`src/rtl/acc_pkg.sv`:
```
package acc_pkg;

    typedef enum logic [2:0] {
        OP_ADD = 3'd0,
        OP_SUB = 3'd1,
        OP_INC = 3'd2,
        OP_DEC = 3'd3,
        OP_AND = 3'd4,
        OP_OR  = 3'd5,
        OP_EQ  = 3'd6,
        OP_EQZ = 3'd7
    } alu_op_e;

    function automatic logic is_cmp(input alu_op_e op);
        return (op == OP_EQ) || (op == OP_EQZ);
    endfunction

endpackage

```
`src/rtl/acc_alu.sv`:
```
module acc_alu
    import acc_pkg::*;
#(
    parameter int DW = 8
) (
    input  logic [DW-1:0] a_i,
    input  logic [DW-1:0] b_i,
    input  alu_op_e       op_i,
    output logic [DW-1:0] res_o,
    output logic          cmp_o
);

    localparam logic [DW-1:0] ONE = DW'(1);

    logic [DW-1:0] and_v;
    logic [DW-1:0] or_v;

    // bitwise logic built per bit
    for (genvar i = 0; i < DW; i++) begin : g_bit
        assign and_v[i] = a_i[i] & b_i[i];
        assign or_v[i]  = a_i[i] | b_i[i];
    end

    always_comb begin
        res_o = a_i;
        cmp_o = 1'b0;
        unique case (op_i)
            OP_ADD: res_o = a_i + b_i;
            OP_SUB: res_o = a_i - b_i;
            OP_INC: res_o = a_i + ONE;
            OP_DEC: res_o = a_i - ONE;
            OP_AND: res_o = and_v;
            OP_OR:  res_o = or_v;
            OP_EQ:  cmp_o = (a_i == b_i);
            OP_EQZ: cmp_o = (a_i == '0);
            default: res_o = a_i;
        endcase
    end

endmodule

```
`src/rtl/acc_mem.sv`:
```
module acc_mem #(
    parameter int WIDTH = 8,
    parameter int DEPTH = 32,
    localparam int AW   = $clog2(DEPTH)
) (
    input  logic             clk,
    input  logic             we_i,
    input  logic [AW-1:0]    waddr_i,
    input  logic [WIDTH-1:0] wdata_i,
    input  logic [AW-1:0]    raddr_i,
    output logic [WIDTH-1:0] rdata_o
);

    logic [WIDTH-1:0] cells_q [DEPTH];

    always_ff @(posedge clk) begin
        if (we_i) begin
            cells_q[waddr_i] <= wdata_i;
        end
    end

    assign rdata_o = cells_q[raddr_i];

endmodule

```
`src/rtl/acc_pc_next.sv`:
```
module acc_pc_next #(
    parameter int AW = 5
) (
    input  logic [AW-1:0] pc_i,
    input  logic [AW-1:0] target_i,
    input  logic          sel_i,
    output logic [AW-1:0] next_o
);

    logic [AW-1:0] step_v;

    assign step_v = pc_i + AW'(1);
    assign next_o = sel_i ? target_i : step_v;

endmodule

```
`src/rtl/acc_datapath.sv`:
```
module acc_datapath
    import acc_pkg::*;
#(
    parameter int DW  = 8,
    parameter int AW  = 5,
    parameter int OPW = 3
) (
    input  logic                clk,
    input  logic                rst_n,
    input  logic                init_dwe,
    input  logic                init_pwe,
    input  logic [AW-1:0]       init_addr,
    input  logic [DW-1:0]       init_ddata,
    input  logic [OPW+AW-1:0]   init_pdata,
    input  logic                mem_rd,
    input  logic                mem_wr,
    input  logic                x_ld,
    input  logic                y_ld,
    input  logic                x_sel,
    input  logic [2:0]          alu_op,
    input  logic                flag_ld,
    input  logic                pgm_rd,
    input  logic                ir_ld,
    input  logic                pc_ld,
    input  logic                pc_sel,
    output logic [OPW+AW-1:0]   ir_o,
    output logic                flag_o,
    output logic [DW-1:0]       x_o,
    output logic [DW-1:0]       y_o,
    output logic [AW-1:0]       pc_o
);

    localparam int IW    = OPW + AW;
    localparam int DEPTH = 1 << AW;

    typedef struct packed {
        logic [AW-1:0] pc;
        logic [IW-1:0] ir;
        logic [DW-1:0] x;
        logic [DW-1:0] y;
        logic          flag;
    } state_t;

    state_t st_d, st_q;

    alu_op_e       op_v;
    logic [AW-1:0] ads_v;
    logic [DW-1:0] dmem_rdata;
    logic [IW-1:0] pmem_rdata;
    logic [DW-1:0] dmem_val;
    logic [IW-1:0] pmem_val;
    logic [DW-1:0] alu_res;
    logic          alu_cmp;
    logic [AW-1:0] pc_next;
    logic          dmem_we;
    logic [AW-1:0] dmem_waddr;
    logic [DW-1:0] dmem_wdata;

    assign op_v  = alu_op_e'(alu_op);
    assign ads_v = st_q.ir[AW-1:0];

    // data memory write port: initialisation wins over a store
    assign dmem_we    = init_dwe | mem_wr;
    assign dmem_waddr = init_dwe ? init_addr  : ads_v;
    assign dmem_wdata = init_dwe ? init_ddata : st_q.x;

    acc_mem #(.WIDTH(DW), .DEPTH(DEPTH)) u_dmem (
        .clk     (clk),
        .we_i    (dmem_we),
        .waddr_i (dmem_waddr),
        .wdata_i (dmem_wdata),
        .raddr_i (ads_v),
        .rdata_o (dmem_rdata)
    );

    acc_mem #(.WIDTH(IW), .DEPTH(DEPTH)) u_pmem (
        .clk     (clk),
        .we_i    (init_pwe),
        .waddr_i (init_addr),
        .wdata_i (init_pdata),
        .raddr_i (st_q.pc),
        .rdata_o (pmem_rdata)
    );

    acc_alu #(.DW(DW)) u_alu (
        .a_i   (st_q.x),
        .b_i   (st_q.y),
        .op_i  (op_v),
        .res_o (alu_res),
        .cmp_o (alu_cmp)
    );

    acc_pc_next #(.AW(AW)) u_pcn (
        .pc_i     (st_q.pc),
        .target_i (ads_v),
        .sel_i    (pc_sel),
        .next_o   (pc_next)
    );

    assign dmem_val = mem_rd ? dmem_rdata : '0;
    assign pmem_val = pgm_rd ? pmem_rdata : '0;

    always_comb begin
        st_d = st_q;
        if (x_ld) begin
            if (!x_sel) begin
                st_d.x = dmem_val;
            end else if (!is_cmp(op_v)) begin
                st_d.x = alu_res;
            end
        end
        if (y_ld) begin
            st_d.y = dmem_val;
        end
        if (flag_ld && is_cmp(op_v)) begin
            st_d.flag = alu_cmp;
        end
        if (ir_ld) begin
            st_d.ir = pmem_val;
        end
        if (pc_ld) begin
            st_d.pc = pc_next;
        end
    end

    always_ff @(posedge clk) begin
        if (!rst_n) begin
            st_q <= '0;
        end else begin
            st_q <= st_d;
        end
    end

    assign ir_o   = st_q.ir;
    assign flag_o = st_q.flag;
    assign x_o    = st_q.x;
    assign y_o    = st_q.y;
    assign pc_o   = st_q.pc;


    x_from_mem_chk: assert property (@(posedge clk) disable iff (!rst_n)
        (x_ld && !x_sel && mem_rd) |=> (x_o == $past(dmem_rdata)));


    cmp_keeps_x_chk: assert property (@(posedge clk) disable iff (!rst_n)
        (x_ld && x_sel && (alu_op >= 3'd6)) |=> $stable(x_o));


    flag_hold_chk: assert property (@(posedge clk) disable iff (!rst_n)
        !(flag_ld && (alu_op >= 3'd6)) |=> $stable(flag_o));


    ir_fetch_chk: assert property (@(posedge clk) disable iff (!rst_n)
        (ir_ld && pgm_rd) |=> (ir_o == $past(pmem_rdata)));


    pc_step_chk: assert property (@(posedge clk) disable iff (!rst_n)
        (pc_ld && !pc_sel) |=> (pc_o == AW'($past(pc_o) + AW'(1))));


    pc_jump_chk: assert property (@(posedge clk) disable iff (!rst_n)
        (pc_ld && pc_sel) |=> (pc_o == $past(ir_o[AW-1:0])));


    y_hold_chk: assert property (@(posedge clk) disable iff (!rst_n)
        !y_ld |=> $stable(y_o));

endmodule

```
`config.mk`:
```
export PLATFORM = sky130hd
export DESIGN_NAME = acc_datapath
export DESIGN_NICKNAME = d
export VERILOG_FILES = /design/src/rtl/acc_pkg.sv /design/src/rtl/acc_alu.sv /design/src/rtl/acc_mem.sv /design/src/rtl/acc_pc_next.sv /design/src/rtl/acc_datapath.sv
export SDC_FILE = /design/constraint.sdc
export NUM_CORES = 1
export LEC_CHECK = 0
export ABC_AREA = 0
export BUFFER_PORTS_ARGS = -buffer_cell sky130_fd_sc_hd__buf_2
export CORE_ASPECT_RATIO = 0.7
export CORE_UTILIZATION = 60
export DETAILED_ROUTE_END_ITERATION = 10
export PLACE_DENSITY = 0.77
export SETUP_SLACK_MARGIN = 0.02
export SYNTH_ARGS = -nofsm -noshare
export SYNTH_HDL_FRONTEND = slang
export SYNTH_SLANG_ARGS = --single-unit
```
`constraint.sdc`:
```
create_clock -name clk -period 6.35 [get_ports clk]
set_input_delay 0 -clock clk [delete_from_list [all_inputs] [get_ports clk]]
set_output_delay 0 -clock clk [all_outputs]
set_load 0.005 [all_outputs]
```
==> metrics list, run 1 <==
- Outcome: completed
- The critical path is of the register to register type.
- Final worst setup slack: 3.17 ns
- For this configuration, the core starts out at a cell density of 61.0%.
- Area of all placed cells without fillers: 25,300 sq um
* Residual DRC: 0
* Die Area: 38,600 sq um
- Dividing the detail-routed wire length by the instance count gives 29.0 microns.
- Hold WS: 0.0716 ns
- After filler insertion, the fill cell instance count of the layout stands at 2,324.
- Setup repair after global routing missed its margin: no
* Worst relative slew slack: 11.2%
* Worst-case register-to-register setup slack: 3.17 ns
- Relative area change from synthesis to final layout: 11.6%
- Synthesis produced 1,224 cells.
- The clock reaches the later pin of the worst-skew pair after 0.57 ns.
* Number of buffers between clock root and the deepest sink: 3
* Average footprint of a synthesized cell: 18.5 sq um
- Half-perimeter wire length of the detailed placement result: 34,300 microns
* Mapped Nets: 1,296
* Depth of the worst register-to-register path: 6
- Most common library cell in the layout ignoring fill and taps: edfxtp_1
* Sequential share of the synthesized area: 71.3%
- Clock tree from TritonCTS: done
* Endpoint with the worst hold slack: ir_o[5]$_SDFFE_PN0P_
* Sum of overflow across all layers after global routing: 0
- Crit share post-route: 50.0%
- In this run the power density over the cells is 304 nW/um^2.
- Routability-driven placement congestion ratio: 0.958
* Cell chosen for the clock root: clkbuf_16
- Summed instance area of the synthesized netlist: 22,700 sq um
- The endpoint identified for the worst register-to-register timing path is y_o[6]$_SDFFE_PN0P_.
* Worst voltage drop across the vdd grid: 220 uV
* Post-route setup TNS: 0 ns
- Critical path peak fanout: 33
- In the synthesized netlist the async set-or-reset flop fraction comes to 0%.
* CP Data Required Time: 6.81 ns
* Final setup violation count: 0
- Max frequency: 315 MHz
- Gates resized during post-CTS repair numbered 0.
- Warnings, synthesis: 0
* Count of vias placed by the detailed router: 12,400
- The first global-routing pass estimated 78,800 microns of wire.
- Entering global routing, the biggest net connects 65 pins.
- In this run the cell area measured after placement is 23,500 sq um.
- Distinct cell type count of the synthesized netlist: 59
- The number of antenna violations at the first check in global routing was 2.
* Final-stage net count: 1,395
- Depth of the worst hold-timing path: 3
- I/O pin count: 68
- Via density: 6.69
- The number of setup buffers added after CTS is 0.
- Data arrives at the worst endpoint at 3.63 ns.
- # port buffers: 67
* Synth top area share: 67.7%
- Crit start category: register
- DRC violation total after the first TritonRoute iteration: 1,730
- Sorting the synthesized cells by area gives the leading types as edfxtp_1 68%, mux4_2 14%, dfxtp_1 3.5%.
- Global router's overall resource usage: 28.9%
- CTS buffer count: 51
- The clock drives 552 sinks.
- Commonest cells after routing, fill and taps aside: 512 x edfxtp_1, 146 x mux4_2, 88 x nor2_1
- Shortest period the worst path allows: 3.18 ns
- The clock arrives with 0.0167 ns of skew.
- Vias in the first global route: 11,800
- Across the run, the number of max-cap violations was 0.
* Cell Rows: 59
* Slew Viols, Final: 0
- DIE HEIGHT: 165 microns
* Share of final-layout standard cells stronger than drive strength 1: 23.1%
- Measured along the x axis, the die boundary spans 234 microns.
- Hold Crit Class: primary input to register
- Length of the first detailed-routing pass in iterations: 6
- Pre-CTS WS: 3.24 ns
- Std-Cell Core Area: 37,200 sq um
- Clock-pin slew was measured on the worst setup and hold paths at 0.06 ns.
- Main flop type after synthesis: edfxtp_1
- Worst Hold Launch: pgm_rd
- Final Hold Viols: 0
- Post-synth top area cell: edfxtp_1
- CTS H-tree depth: 2
- Number of flops mapped to enable cells by yosys: 512
- STA classifies the critical path endpoint as a register.
* Register bit total from synthesis: 552
* Detail Route Antenna Nets: 0
- Leak pwr: 8.15 nW
* Final wirelength: 53,800 microns
- Worst slew pin tran: 1.33 ns
## cell type report
class,count,area [sq um],area share (%)
sequential,552,16200,63.9
multi-input combinational,582,6120,24.2
clock buffer,63,1390,5.50
timing repair buffer,102,656,2.59
tap,488,611,2.41
clock inverter,31,225,0.889
inverter,34,128,0.504
antenna,1,2.50,0.00988
## sequential cells by signal, summed over array words and instances, names as in the netlist, named ones only
signal / flops
x_o: 8
y_o: 8
pc_o: 5
flag_o: 1
u_dmem.cells_q: 256
ir_o: 8
u_pmem.cells_q: 256
## worst max path at each step
stage                        startpoint             endpoint  slack (ns)  depth (start not counted)
floorplan           y_o[1]$_SDFFE_PN0P_  x_o[6]$_SDFFE_PN0P_        3.83                         11
global placement               register  x_o[2]$_SDFFE_PN0P_        3.28                          5
detailed placement             register  x_o[2]$_SDFFE_PN0P_        3.24                          5
CTS                            register  y_o[6]$_SDFFE_PN0P_        3.18                          6
global route                   register  y_o[6]$_SDFFE_PN0P_        3.01                          6
finish                         register  y_o[6]$_SDFFE_PN0P_        3.17                          6
## synth_stat cells, drive strengths merged (3+ instances only)
library cell	instances
a2111oi	8
a211o	3
a211oi	8
a21o	4
a21oi	23
a22o	3
a22oi	13
a31oi	8
and2	3
and3	4
buf	29
clkbuf	27
dfxtp	40
edfxtp	512
ha	32
inv	33
mux2	4
mux2i	19
mux4	146
nand2	50
nand2b	10
nand3	21
nand4	3
nor2	88
nor2b	30
nor3	6
nor3b	3
nor4	4
o211ai	6
o21ai	28
o221ai	3
o31ai	3
o32ai	7
o41ai	7
xnor2	11
## cell families (layout without fill, tap and decap cells)
| logic type | Yosys count | count (layout) | synth area share (%) |
|---|---|---|---|
| buf+inv | 90 | 230 | 1.91 |
| compound gates | 136 | 136 | 4.12 |
| fa+ha+maj | 34 | 34 | 1.94 |
| simple gates | 230 | 230 | 4.74 |
| xor+xnor | 13 | 13 | 0.502 |
| mux | 169 | 169 | 15.5 |
| other cells | 0 | 1 | 0 |
| flops | 552 | 552 | 71.3 |
## stage by stage
| step | total power, W | std cells | utilization (%) |
|---|---|---|---|
| 6_report | 0.00771 | 1853 | 68.1 |
| 5_1_grt | 0.00791 | 1853 | 68.1 |
| 4_1_cts | 0.00771 | 1852 | 68.1 |
| 3_5_place_dp | 0.00477 | 1735 | 63.1 |
| 3_3_place_gp | 0.00476 | 1735 | 63.1 |
| 2_1_floorplan | 0.00456 | 1224 | - |
## layer usage
layer	GRT usage, %	share of wire, %	vias to the layer above
met5	0	0	-
met4	7.36	2.0	0
met3	9.48	14	76
met2	39.5	43	842
met1	44.7	42	6308
li1	-	-	5169
## power by group
group,internal [W],switching (W)
logic,0.000250,0.000359
registers,0.00405,0.0000702
clock network,0.00168,0.00131
total,0.00597,0.00173
## critical path, stage by stage, from the launching register on
cell           delay [ns]
dfxtp_4              0.62
buf_4                0.60
mux4_2               0.58
o22a_1               0.30
o2111ai_1            0.18
a311oi_1             0.14
dlygate4sd3_1        0.58
## repair_timing
item / 4_1_cts / 5_1_grt
hold buffers: 23 / 0
endpoints found under the hold margin: 294 / 0
endpoints found under the setup margin: 0 / 0
No activity file was read; power rests on OpenSTA's default activity.
==> run 2, diff against run 1 <==
--- a/config.mk
+++ b/config.mk
@@ -8,9 +8,9 @@
 export ABC_AREA = 0
 export BUFFER_PORTS_ARGS = -buffer_cell sky130_fd_sc_hd__buf_2
 export CORE_ASPECT_RATIO = 0.7
-export CORE_UTILIZATION = 60
+export CORE_UTILIZATION = 56
 export DETAILED_ROUTE_END_ITERATION = 10
-export PLACE_DENSITY = 0.77
+export PLACE_DENSITY = 0.76
 export SETUP_SLACK_MARGIN = 0.02
 export SYNTH_ARGS = -nofsm -noshare
 export SYNTH_HDL_FRONTEND = slang
==> constraint.sdc (replaced) <==
create_clock -name clk -period 2.79 [get_ports clk]
set_input_delay 0 -clock clk [delete_from_list [all_inputs] [get_ports clk]]
set_output_delay 0 -clock clk [all_outputs]
set_load 0.005 [all_outputs]
==> run 2 against run 1 <==
Against the previous run:
- clock-buffer cell count up 1
- non-clock buffer count up 81
- register-to-register slack worse by 3.0 ns
- critical path type unchanged
- largest cell class unchanged
==> metrics list, run 2 (synthesis results as in run 1) <==
- Dividing the detail-routed wire length by the instance count gives 27.8 microns.
* Share of final-layout standard cells stronger than drive strength 1: 27.3%
* CTS H-tree depth: 2
- Length of the first detailed-routing pass in iterations: 5
- Max frequency: 382 MHz
* Crit share post-route: 93.7%
- Antenna violations before repair: 1
- Crit start category: register
- I/O pin count: 68
- # port buffers: 67
* Critical path capture point type: register
* Cell family with most CP delay: compound AO/OA/AOI/OAI gates
* Worst skew pair latency: 0.57 ns
- Antenna diodes: 0
- At the pin with the least slew margin, the transition time is 1.29 ns.
- CTS buffer count: 50
- On the worst path, the slowest cell contributes a delay of 0.76 ns.
- Clock-pin slew was measured on the worst setup and hold paths at 0.07 ns.
- Internal power: 0.0137 W
- The worst hold path belongs to the class primary input to register.
- The congestion estimate from routability-driven global placement came to 0.969.
* DIE HEIGHT: 170 microns
- Clock tree from TritonCTS: done
- No sink is reached through more buffers than the 3 on the longest clock path.
- Setup violations remaining at the end of the flow were counted as 0.
* Total buffers and inverters traversed by the critical path: 1
- Once the floorplan was initialized, standard cells occupied 57.0% of the core.
* Post-route setup TNS: 0 ns
* Final-stage net count: 1,475
- Across the VDD grid, the largest voltage drop is 540 uV.
- DRC violation total after the first TritonRoute iteration: 1,659
- Global router's overall resource usage: 27.1%
- Leak pwr: 8.58 nW
- Outcome: completed
- The library cells used most frequently in the layout, excluding fill and tap cells, are 512 x edfxtp_1, 146 x mux4_2, 88 x nor2_1.
* List of cells traversed by the critical path: buf_12 -> mux4_2 -> a2111oi_0 -> o41ai_1
- Crit-path slowest cell: a2111oi_0
- Sum of overflow across all layers after global routing: 0
- Largest net degree at the start of global routing: 65
- Final Hold Viols: 0
* Worst relative slew slack: 14.3%
* Worst-case register-to-register setup slack: 0.18 ns
- Post-CTS timing repair inserted 0 buffers for setup.
- Half-perimeter wire length of the detailed placement result: 37,000 microns
- Worst-case clock skew: 0.0224 ns
- After detailed routing, the total wire length is 55,000 microns.
- Of all nets on the critical path, the largest fanout is 21.
- Registers are responsible for 52.8% of the overall power.
- Tot Pwr: 0.0176 W
- Counting I/O delays and the setup requirement, the final critical path takes 2.61 ns.
- The library cell used most frequently in the layout, excluding fill and tap cells, is edfxtp_1.
- Wire length of the first global-routing pass: 81,300 microns
- Count of vias placed by the detailed router: 12,800
- Via density: 6.46
- Die Width: 243 microns
* Std-Cell Core Area: 39,800 sq um
* Filler instances: 2,673
- The max-slew violation count came to 0.
* Category of the most critical setup path: register to register
- For the worst setup path, the data arrival time is 2.99 ns.
* Die Area: 41,400 sq um
- Cell chosen for the clock root: clkbuf_16
- Once detail routing completed, the nets flagged for antenna violations numbered 0.
- Vias in the first global route: 12,400
- Hold WS: 0.00555 ns
- For the worst setup path, the data required time is 3.17 ns.
- In this run the power spent charging and discharging nets is 0.00393 W.
* Combinational Power Share: 8.9%
- The tree built by TritonCTS fans out to 552 sinks.
- Total power density per cell area: 675 nW/um^2
- Cell Rows: 61
* Residual DRC: 0
- Clock network fraction of total power: 38.2%
* Largest regs: u_dmem.cells_q x256, u_pmem.cells_q x256
* Number of max-cap violations: 0
* Area of all placed cells without fillers: 26,100 sq um
- Relative area change from synthesis to final layout: 14.9%
* Switching share of total power: 22.3%
* Cell area after placement: 24,300 sq um
- Setup repair after global routing left no endpoint under its margin.
run 2: power groups by stage:
stage / clock network, W / logic [W] / registers [W]
4_1_cts: 0.00681 / 0.00155 / 0.00929
5_1_grt: 0.00714 / 0.00167 / 0.00930
3_3_place_gp: 0 / 0.00149 / 0.00946
6_report: 0.00673 / 0.00157 / 0.00929
2_1_floorplan: 0 / 0.000929 / 0.00944
3_5_place_dp: 0 / 0.00152 / 0.00947
run 2: metrics by stage:
stage	util, %	setup WS (ns)	instances
floorplan	-	0.275	1224
global placement	60.9	0.193	1865
detailed placement	60.9	0.146	1865
CTS	65.4	0.117	1974
global route	65.5	0.0626	1974
finish	65.5	0.175	1974
run 2: timing repair:
action | CTS | global route
gates resized for setup | 0 | 3
hold buffers | 21 | 0
setup endpoints to repair | 0 | 1
hold endpoints to repair | 195 | 0
run 2: area by class of cell:
| cell class | count | area [sq um] | area share (%) |
|---|---|---|---|
| Tap cell | 535 | 669 | 2.57 |
| Clock inverter | 24 | 262 | 1.00 |
| Clock buffer | 64 | 1330 | 5.08 |
| Sequential cell | 552 | 16200 | 62.1 |
| Timing Repair Buffer | 183 | 1380 | 5.31 |
| Multi-Input combinational cell | 582 | 6120 | 23.5 |
| Inverter | 34 | 128 | 0.489 |
run 2: final timing paths:
| path | startpoint | end | depth (start not counted) |
|---|---|---|---|
| hold / removal | init_pdata[6] | u_pmem.cells_q[14][6]$_DFFE_PP_ | 1 |
| setup reg to reg | register | register | 4 |
| hold reg to reg | ir_o[6]$_SDFFE_PN0P_ | ir_o[6]$_SDFFE_PN0P_ | 2 |
| setup / recovery | register | register | 4 |
run 2: layer usage:
metal	part of all wire (%)	vias up	routed length [microns]	GRT usage (%)
li1	-	5301	-	-
met5	0	-	0	0
met2	44	738	24100	38.5
met3	11	78	5860	5.14
met4	1.9	0	1070	6.54
met1	44	6634	24000	43.5
